<file path="config.mk">
export PLATFORM = sky130hd
export DESIGN_NAME = lnk_stat_reg
export DESIGN_NICKNAME = d
export VERILOG_FILES = /design/src/rtl/lnk_stat_pkg.sv /design/src/rtl/lnk_w1c_evt.sv /design/src/rtl/lnk_train_trk.sv /design/src/rtl/lnk_evt_src.sv /design/src/rtl/lnk_stat_reg.sv
export SDC_FILE = /design/constraint.sdc
export NUM_CORES = 1
export LEC_CHECK = 0
export ABC_AREA = 1
export ABC_CLOCK_PERIOD_IN_PS = 2210
export BUFFER_PORTS_ARGS = -buffer_cell sky130_fd_sc_hd__buf_2
export CAP_MARGIN = 10
export CORE_MARGIN = 3
export CORE_UTILIZATION = 35
export CTS_BUF_LIST = sky130_fd_sc_hd__clkbuf_8
export CTS_CLUSTER_SIZE = 25
export DETAILED_ROUTE_END_ITERATION = 10
export PLACE_DENSITY = 0.75
export SLEW_MARGIN = 40
export SYNTH_ARGS = -nofsm -noshare
export SYNTH_HDL_FRONTEND = slang
export SYNTH_HIERARCHICAL = 1
export SYNTH_SLANG_ARGS = --single-unit
</file>
<file path="constraint.sdc">
create_clock -name clk -period 2.21 [get_ports clk]
set_input_delay 0.442 -clock clk [delete_from_list [all_inputs] [get_ports clk]]
set_output_delay 0.442 -clock clk [all_outputs]
set_load 0.05 [all_outputs]
</file>
<file path="src/rtl/lnk_stat_pkg.sv">
package lnk_stat_pkg;

    localparam int WIDTH_W = 6;
    localparam int SPEED_W = 4;
    localparam int WORD_W  = 16;

    localparam logic [WORD_W-1:0] RST_VAL = 16'h1000;

    localparam int EV_AUTO = 1;
    localparam int EV_MGMT = 0;
    localparam int EV_N    = 2;

    typedef struct packed {
        logic               evt_auto;
        logic               evt_mgmt;
        logic               dl_act;
        logic               slot_clk;
        logic               training;
        logic               rsvd;
        logic [WIDTH_W-1:0] width;
        logic [SPEED_W-1:0] speed;
    } stat_word_t;

    function automatic logic [EV_N-1:0] w1c_hits(input logic wr,
                                                 input logic [1:0] be,
                                                 input logic [WORD_W-1:0] wd);
        logic [EV_N-1:0] h;
        h[EV_AUTO] = wr & be[1] & wd[15];
        h[EV_MGMT] = wr & be[1] & wd[14];
        return h;
    endfunction

    function automatic logic sticky_next(input logic q, input logic set,
                                         input logic clr);
        return set | (q & ~clr);
    endfunction

endpackage

</file>
<file path="src/rtl/lnk_w1c_evt.sv">
module lnk_w1c_evt (
    input  logic clk,
    input  logic rst,
    input  logic set,
    input  logic clr,
    output logic q
);
    import lnk_stat_pkg::*;

    always_ff @(posedge clk) begin
        if (rst) q <= 1'b0;
        else     q <= sticky_next(q, set, clr);
    end

    p_set_wins_r7: assert property (@(posedge clk) disable iff (rst)
        set |=> q);
    p_clear_r6: assert property (@(posedge clk) disable iff (rst)
        (!set && clr) |=> !q);
    p_hold_r6: assert property (@(posedge clk) disable iff (rst)
        (!set && !clr) |=> $stable(q));
endmodule

</file>
<file path="src/rtl/lnk_train_trk.sv">
module lnk_train_trk (
    input  logic clk,
    input  logic rst,
    input  logic retrain_wr,
    input  logic cfg_rec,
    input  logic train_started,
    input  logic dl_down,
    output logic training,
    output logic done
);
    logic pend_q, act_q, cfg_q;
    logic pend_nx, act_nx;

    always_comb begin
        done    = act_q & cfg_q & ~cfg_rec;
        pend_nx = retrain_wr | (pend_q & ~train_started & ~dl_down);
        act_nx  = (act_q | (pend_q & train_started)) & ~done & ~dl_down;
    end

    always_ff @(posedge clk) begin
        if (rst) begin
            pend_q   <= 1'b0;
            act_q    <= 1'b0;
            cfg_q    <= 1'b0;
            training <= 1'b0;
        end else begin
            pend_q   <= pend_nx;
            act_q    <= act_nx;
            cfg_q    <= cfg_rec;
            training <= cfg_rec | pend_nx;
        end
    end

    p_retrain_pending_r9: assert property (@(posedge clk) disable iff (rst)
        retrain_wr |=> training);
    p_cfg_shows_r9: assert property (@(posedge clk) disable iff (rst)
        cfg_rec |=> training);
    p_done_once_r5: assert property (@(posedge clk) disable iff (rst)
        done |=> !done);
endmodule

</file>
<file path="src/rtl/lnk_evt_src.sv">
module lnk_evt_src
    import lnk_stat_pkg::*;
(
    input  logic            dl_down,
    input  logic            hw_bw_auto,
    input  logic            hw_bw_fix,
    input  logic            phy_bw_chg,
    input  logic            phy_bw_auto,
    input  logic            retrain_wr,
    input  logic            retrain_done,
    output logic [EV_N-1:0] ev_set
);
    always_comb begin
        ev_set[EV_AUTO] = hw_bw_auto | (phy_bw_chg & phy_bw_auto);
        ev_set[EV_MGMT] = hw_bw_fix | (phy_bw_chg & ~phy_bw_auto)
                        | retrain_wr | retrain_done;
        if (dl_down) ev_set = '0;
    end

    always_comb begin
        if (dl_down) a_mask_r8: assert (ev_set == '0);
    end
endmodule

</file>
<file path="src/rtl/lnk_stat_reg.sv">
module lnk_stat_reg #(
    parameter bit DLL_ACT_CAP = 1'b1
) (
    input  logic        clk,
    input  logic        rst,
    input  logic        cfg_wr,
    input  logic [1:0]  cfg_be,
    input  logic [15:0] cfg_wdata,
    output logic [15:0] cfg_rdata,
    input  logic        retrain_wr,
    input  logic        ltssm_cfg_rec,
    input  logic        train_started,
    input  logic        dl_active,
    input  logic        dl_down,
    input  logic        hw_bw_auto,
    input  logic        hw_bw_fix,
    input  logic        phy_bw_chg,
    input  logic        phy_bw_auto,
    input  logic [5:0]  neg_width,
    input  logic [3:0]  neg_speed
);
    import lnk_stat_pkg::*;

    logic [EV_N-1:0]    ev_set, ev_clr, ev_q;
    logic               trk_training, trk_done;
    logic               dl_act_q;
    logic [WIDTH_W-1:0] width_q;
    logic [SPEED_W-1:0] speed_q;
    stat_word_t         word;

    assign ev_clr = w1c_hits(cfg_wr, cfg_be, cfg_wdata);

    lnk_train_trk u_trk (
        .clk           (clk),
        .rst           (rst),
        .retrain_wr    (retrain_wr),
        .cfg_rec       (ltssm_cfg_rec),
        .train_started (train_started),
        .dl_down       (dl_down),
        .training      (trk_training),
        .done          (trk_done)
    );

    lnk_evt_src u_src (
        .dl_down      (dl_down),
        .hw_bw_auto   (hw_bw_auto),
        .hw_bw_fix    (hw_bw_fix),
        .phy_bw_chg   (phy_bw_chg),
        .phy_bw_auto  (phy_bw_auto),
        .retrain_wr   (retrain_wr),
        .retrain_done (trk_done),
        .ev_set       (ev_set)
    );

    for (genvar i = 0; i < EV_N; i++) begin : g_evt
        lnk_w1c_evt u_bit (
            .clk (clk),
            .rst (rst),
            .set (ev_set[i]),
            .clr (ev_clr[i]),
            .q   (ev_q[i])
        );
    end

    always_ff @(posedge clk) begin
        if (rst) begin
            dl_act_q <= 1'b0;
            width_q  <= '0;
            speed_q  <= '0;
        end else begin
            dl_act_q <= dl_active & DLL_ACT_CAP;
            width_q  <= neg_width;
            speed_q  <= neg_speed;
        end
    end

    always_comb begin
        word          = '0;
        word.evt_auto = ev_q[EV_AUTO];
        word.evt_mgmt = ev_q[EV_MGMT];
        word.dl_act   = dl_act_q;
        word.slot_clk = RST_VAL[12];
        word.training = trk_training;
        word.rsvd     = 1'b0;
        word.width    = width_q;
        word.speed    = speed_q;
    end

    assign cfg_rdata = word;

    p_reset_val_r1: assert property (@(posedge clk)
        rst |=> cfg_rdata == RST_VAL);
    p_fixed_bits_r11: assert property (@(posedge clk) disable iff (rst)
        cfg_rdata[12] && !cfg_rdata[10]);
    p_dll_follow_r10: assert property (@(posedge clk) disable iff (rst)
        !rst |=> cfg_rdata[13] == ($past(dl_active) && DLL_ACT_CAP));
    p_down_no_rise_r8: assert property (@(posedge clk) disable iff (rst)
        dl_down |=> !$rose(cfg_rdata[15]) && !$rose(cfg_rdata[14]));
    p_fields_r12: assert property (@(posedge clk) disable iff (rst)
        !rst |=> cfg_rdata[9:0] == {$past(neg_width), $past(neg_speed)});
endmodule

</file>
# [Word-level counts from Yosys, hierarchy flattened]
# Cells that the tools add are included.
[totals] regBits=17 inputBits=40 output_inout_bits=16 elab_cells=40
[op_classes] muxes=1 bitwise=30
[op_table] op="AND 1 bit" count=14
[op_table] op="bitwise OR 1 bit" count=9
[op_table] op="inverter 1 bit" count=7
[op_table] op="two-way mux 2 bit" count=1

# [Logic depth before layout (Yosys ltp)]
[depth] ltp_word=7 mapped_depth=9

# [Modules after synthesis]
# The synthesis kept the hierarchy.
[by_module_without_submodules] mod="lnk_stat_reg" n_inst=1 cells_each=45 area_each_um2=370.4
[by_module_without_submodules] mod="lnk_train_trk" n_inst=1 cells_each=21 area_each_um2=156.4
[by_module_without_submodules] mod="lnk_w1c_evt" n_inst=2 cells_each=5 area_each_um2=40.0
[by_module_without_submodules] mod="lnk_evt_src" n_inst=1 cells_each=10 area_each_um2=42.5

# [Worst setup path after synthesis]
# Ideal clock, no wire load.
[synth_timing] kind="reg-to-output" start="register g_evt[0].u_bit.q" end="output cfg_rdata[14]" arrival_ps=603 slack_ps=1165 path_stages_with_launch=1 n_path_buf=0 path_cell_list="dfxtp_1"
[synth_rtl] item="start: declaration" line="lnk_w1c_evt.sv:6" rtl="output logic q"
[synth_rtl] item="start signal: assignment" line="lnk_w1c_evt.sv:12" rtl="else q <= sticky_next(q, set, clr);"
[synth_rtl] item="end: declaration" line="lnk_stat_reg.sv:9" rtl="output logic [15:0] cfg_rdata,"
# No word-level cell between the ends.

# [Final worst setup path]
[layout_timing] start="register g_evt[1].u_bit.q" end="output cfg_rdata[15]"
[layout_rtl] item="start: declaration" line="lnk_w1c_evt.sv:6"
[layout_rtl] item="start signal: assignment" line="lnk_w1c_evt.sv:12"
# No word-level cell between the ends.

==> impl_results.html <==
<table>
<tr><th>Metric</th><th>Value</th></tr>
<tr><th colspan="2">Logic synthesis</th></tr>
<tr><td>Distinct cell type count after synthesis</td><td>12</td></tr>
<tr><td>Total of flip-flops plus latches after synthesis</td><td>17</td></tr>
<tr><td>Main flop type after synthesis</td><td>sky130_fd_sc_hd__dfxtp_1</td></tr>
<tr><td>Post-synthesis sequential area ratio</td><td>0.5241</td></tr>
<tr><td>Net Count, Synth</td><td>126</td></tr>
<tr><td>Main area contributors after synthesis</td><td>sky130_fd_sc_hd__dfxtp_1, sky130_fd_sc_hd__inv_1, sky130_fd_sc_hd__nor2_1, sky130_fd_sc_hd__buf_4, sky130_fd_sc_hd__nand2_1</td></tr>
<tr><td>Fraction of registers with async set or reset after synthesis</td><td>0</td></tr>
<tr><td>Largest area contributor in the synthesized netlist</td><td>sky130_fd_sc_hd__dfxtp_1</td></tr>
<tr><td>Total of warnings raised by yosys</td><td>6</td></tr>
<tr><td>Syn Std Cell Area</td><td>649.4 µm²</td></tr>
<tr><td>Cell with the most instances after synthesis</td><td>sky130_fd_sc_hd__inv_1</td></tr>
<tr><td>Avg Cell Area, Syn</td><td>7.551 µm²</td></tr>
<tr><td>Mapped Cells</td><td>86</td></tr>
<tr><td>Top cell type's share of synthesized area</td><td>0.5241</td></tr>
<tr><td>Most common library cells after synthesis</td><td>sky130_fd_sc_hd__inv_1, sky130_fd_sc_hd__dfxtp_1, sky130_fd_sc_hd__nor2_1</td></tr>
<tr><td>Number of enable flip-flop cells after synthesis</td><td>0</td></tr>
<tr><th colspan="2">Final layout</th></tr>
<tr><td>Final Net Count</td><td>164</td></tr>
<tr><td>Final core occ</td><td>0.5361</td></tr>
<tr><td>Area delta synth-&gt;final</td><td>34.49%</td></tr>
<tr><td>Post-Layout Cell Count</td><td>147</td></tr>
<tr><td>Count of antenna diodes in the layout</td><td>0</td></tr>
<tr><td>Ratio of cells with drive above 1 in the final layout</td><td>0.3740</td></tr>
<tr><th colspan="2">Route</th></tr>
<tr><td># DRC</td><td>0</td></tr>
<tr><td>Detailed Routing Iterations Pass 1</td><td>2</td></tr>
<tr><td>Routed wire length</td><td>1178 µm</td></tr>
<tr><td>Vias</td><td>566</td></tr>
<tr><td>Mean routed wirelength per cell</td><td>8.014 µm</td></tr>
<tr><td>Drt initial violations</td><td>3</td></tr>
<tr><td>Antenna-violating nets left</td><td>0</td></tr>
<tr><td>Via-to-Cell Ratio</td><td>3.850</td></tr>
<tr><th colspan="2">GRT</th></tr>
<tr><td>Number of antenna violations at the first check in global routing</td><td>0</td></tr>
<tr><td>Global route overflow</td><td>0</td></tr>
<tr><td>Vias in the first global route</td><td>579</td></tr>
<tr><td>First-pass GRT wire length</td><td>2139 µm</td></tr>
<tr><td>Total Routing Usage GR</td><td>0.1105</td></tr>
<tr><td>Pin count of the biggest net entering global routing</td><td>16</td></tr>
<tr><th colspan="2">STA</th></tr>
<tr><td>Final Worst Setup Slack</td><td>0.9423 ns</td></tr>
<tr><td>Skew final</td><td>0.0002617 ns</td></tr>
<tr><td>Share of the clock period used by the worst path after layout</td><td>0.5736</td></tr>
<tr><td>Setup violations, final</td><td>0</td></tr>
<tr><td>Unrepaired setup endpoints after global routing</td><td>false</td></tr>
<tr><td>Final-report hold violation count</td><td>0</td></tr>
<tr><td>Total count of max-transition violations in the final report</td><td>0</td></tr>
<tr><td>Time the final worst path needs with I/O delays and setup</td><td>1.268 ns</td></tr>
<tr><td>FMAX</td><td>788.8 MHz</td></tr>
<tr><td>Setup total negative slack</td><td>0 ns</td></tr>
<tr><th colspan="2">Worst setup path</th></tr>
<tr><td>Cell chain of the critical path</td><td>buf_2</td></tr>
<tr><td>Kind of capture point of the worst setup path</td><td>output pin</td></tr>
<tr><td>Delay of the slowest critical-path stage</td><td>0.32 ns</td></tr>
<tr><td>Critical path buffers and inverters</td><td>1</td></tr>
<tr><td>Crit path max-delay family</td><td>flip-flops</td></tr>
<tr><td>Data arrival time of the critical path</td><td>0.83 ns</td></tr>
<tr><td>Critical setup path kind</td><td>flop to output pin</td></tr>
<tr><td>Category of the worst setup path launch point</td><td>flop</td></tr>
<tr><td>Highest fanout seen on the critical path</td><td>2</td></tr>
<tr><td>Req. time, crit path</td><td>1.77 ns</td></tr>
<tr><td>Worst-path cell with the longest stage delay</td><td>sky130_fd_sc_hd__dfxtp_1</td></tr>
<tr><th colspan="2">Clock tree</th></tr>
<tr><td>CTS tree</td><td>built</td></tr>
<tr><td>Clk_lat worst skew</td><td>0.24 ns</td></tr>
<tr><td>Count of cells resized by post-cts repair</td><td>0</td></tr>
<tr><td>Post-CTS Hold Buffers</td><td>0</td></tr>
<tr><td>Clock slew at the register clock pins of the worst setup and hold paths</td><td>0.06 ns</td></tr>
<tr><td>CTS Buf Count</td><td>3</td></tr>
<tr><td>Number of clock sinks</td><td>17</td></tr>
<tr><td>CTS root buffer</td><td>sky130_fd_sc_hd__clkbuf_8</td></tr>
<tr><td>Post-CTS setup repair buffer count</td><td>0</td></tr>
<tr><td>H-Tree Depth</td><td>1</td></tr>
<tr><td>Buffer levels on the longest clock path</td><td>2</td></tr>
<tr><th colspan="2">Floorplan</th></tr>
<tr><td>Vertical die dimension</td><td>49.08 µm</td></tr>
<tr><td>Initial cell density of the core</td><td>0.3986</td></tr>
<tr><td>Die Wd</td><td>49.08 µm</td></tr>
<tr><td>Ports</td><td>56</td></tr>
<tr><td>Core Area</td><td>1629 µm²</td></tr>
<tr><td>Die Footprint</td><td>2408 µm²</td></tr>
<tr><td>Cell row count</td><td>14</td></tr>
<tr><th colspan="2">Placement</th></tr>
<tr><td>Dpl cells</td><td>143</td></tr>
<tr><td>Worst slack at placement</td><td>0.9978 ns</td></tr>
<tr><td>Number of buffers added on ports</td><td>38</td></tr>
<tr><td>Routability-driven placement congestion ratio</td><td>0.7198</td></tr>
<tr><td>Post-detail-place hpwl</td><td>972.3 µm</td></tr>
<tr><th colspan="2">Power</th></tr>
<tr><td>Leakage</td><td>0.5502 nW</td></tr>
<tr><td>Power density normalized to cell area</td><td>770.6 nW/µm²</td></tr>
<tr><td>IR Drop Worst-Case VDD</td><td>0.4125 mV</td></tr>
<tr><td>Total Power Consumption</td><td>0.6730 mW</td></tr>
<tr><th colspan="2">Run status</th></tr>
<tr><td>Run status</td><td>finished clean</td></tr>
<tr><th colspan="2">Worst hold path</th></tr>
<tr><td>Worst hold path type</td><td>input pin to flop</td></tr>
<tr><th colspan="2">Flow run</th></tr>
<tr><td># Max-Cap Violations</td><td>0</td></tr>
</table>
## power by group
group,switching (mW),total [mW],internal (mW)
registers,0.00483,0.329,0.324
logic,0.0922,0.129,0.0372
clock network,0.0920,0.215,0.123
## metal layers
metal | up-vias | GRT usage | wire length, µm
li1 | 304 | - | -
met3 | 0 | 0.03058 | 86
met1 | 238 | 0.1171 | 513
met5 | - | 0 | 0
met2 | 24 | 0.2031 | 578
met4 | 0 | 0.04265 | 0
## flip-flops by register name, summed over array words and instances (netlist names)
name and cells:
width_q 6, speed_q 4, g_evt.u_bit/q 2, dl_act_q 1, u_trk/act_q 1, u_trk/cfg_q 1, u_trk/pend_q 1, u_trk/training 1
## worst register-to-register path: stages (launching register included)
cell	delay (ns)
sky130_fd_sc_hd__dfxtp_1	0.35
sky130_fd_sc_hd__nand3_2	0.09
sky130_fd_sc_hd__inv_1	0.07
sky130_fd_sc_hd__nor2_2	0.03
sky130_fd_sc_hd__nand3_1	0.06
sky130_fd_sc_hd__nand2_1	0.06
sky130_fd_sc_hd__inv_1	0.05
sky130_fd_sc_hd__inv_1	0.04
sky130_fd_sc_hd__a21oi_2	0.11
## final timing paths
kind | endpoint | cells past startpoint | slack (ns) | startpoint
worst min-delay path | speed_q[2]$_SDFF_PP0_ | 3 | 0.40 | neg_speed[2]
worst max register to register | g_evt[0].u_bit/q$_SDFF_PP0_ | 8 | 1.28 | u_trk/act_q$_SDFF_PP0_
worst min register to register | g_evt[0].u_bit/q$_SDFF_PP0_ | 2 | 0.46 | g_evt[0].u_bit/q$_SDFF_PP0_
worst max-delay path | cfg_rdata[15] | 1 | 0.94 | g_evt[1].u_bit/q$_SDFF_PP0_
## kinds of logic (layout without fill, tap and decap cells)
kind of cell / count (synthesis) / in the layout / synth area share
other: 2 / 2 / 0.01157
buffers and inverters: 34 / 71 / 0.2312
AOI/OAI and AO/OA: 4 / 4 / 0.04239
DFF: 17 / 17 / 0.5241
and+or+nand+nor: 29 / 29 / 0.1907
## cell usage in the layout, fill, tap and decap left out
master	instances
sky130_fd_sc_hd__clkbuf_8	3
sky130_fd_sc_hd__dfxtp_1	17
sky130_fd_sc_hd__nor2_1	15
sky130_fd_sc_hd__inv_1	30
sky130_fd_sc_hd__a21oi_1	2
sky130_fd_sc_hd__a21oi_2	2
sky130_fd_sc_hd__nand3_1	3
sky130_fd_sc_hd__buf_2	38
sky130_fd_sc_hd__nand2_1	8
sky130_fd_sc_hd__conb_1	2
sky130_fd_sc_hd__nand3_2	1
sky130_fd_sc_hd__nor2_2	2
## cell type report
cell class              instances  area, µm²
clock inverters                 1      3.754
flip-flops and latches         17      340.3
fillers                       169      755.7
clock buffers                   3      41.29
well taps                      24      30.03
repair buffers                 38      190.2
inverters                      29      108.9
multi-input cells              35      158.9
## through the flow
stage	area, µm²	hold slack [ns]
floorplan	649.4	0.4708
global placement	828.3	0.4565
detailed placement	828.3	0.4571
CTS	873.3	0.3955
global route	873.3	0.3991
finish	873.3	0.3983
Note: power is estimated with default switching activity, not from simulation.
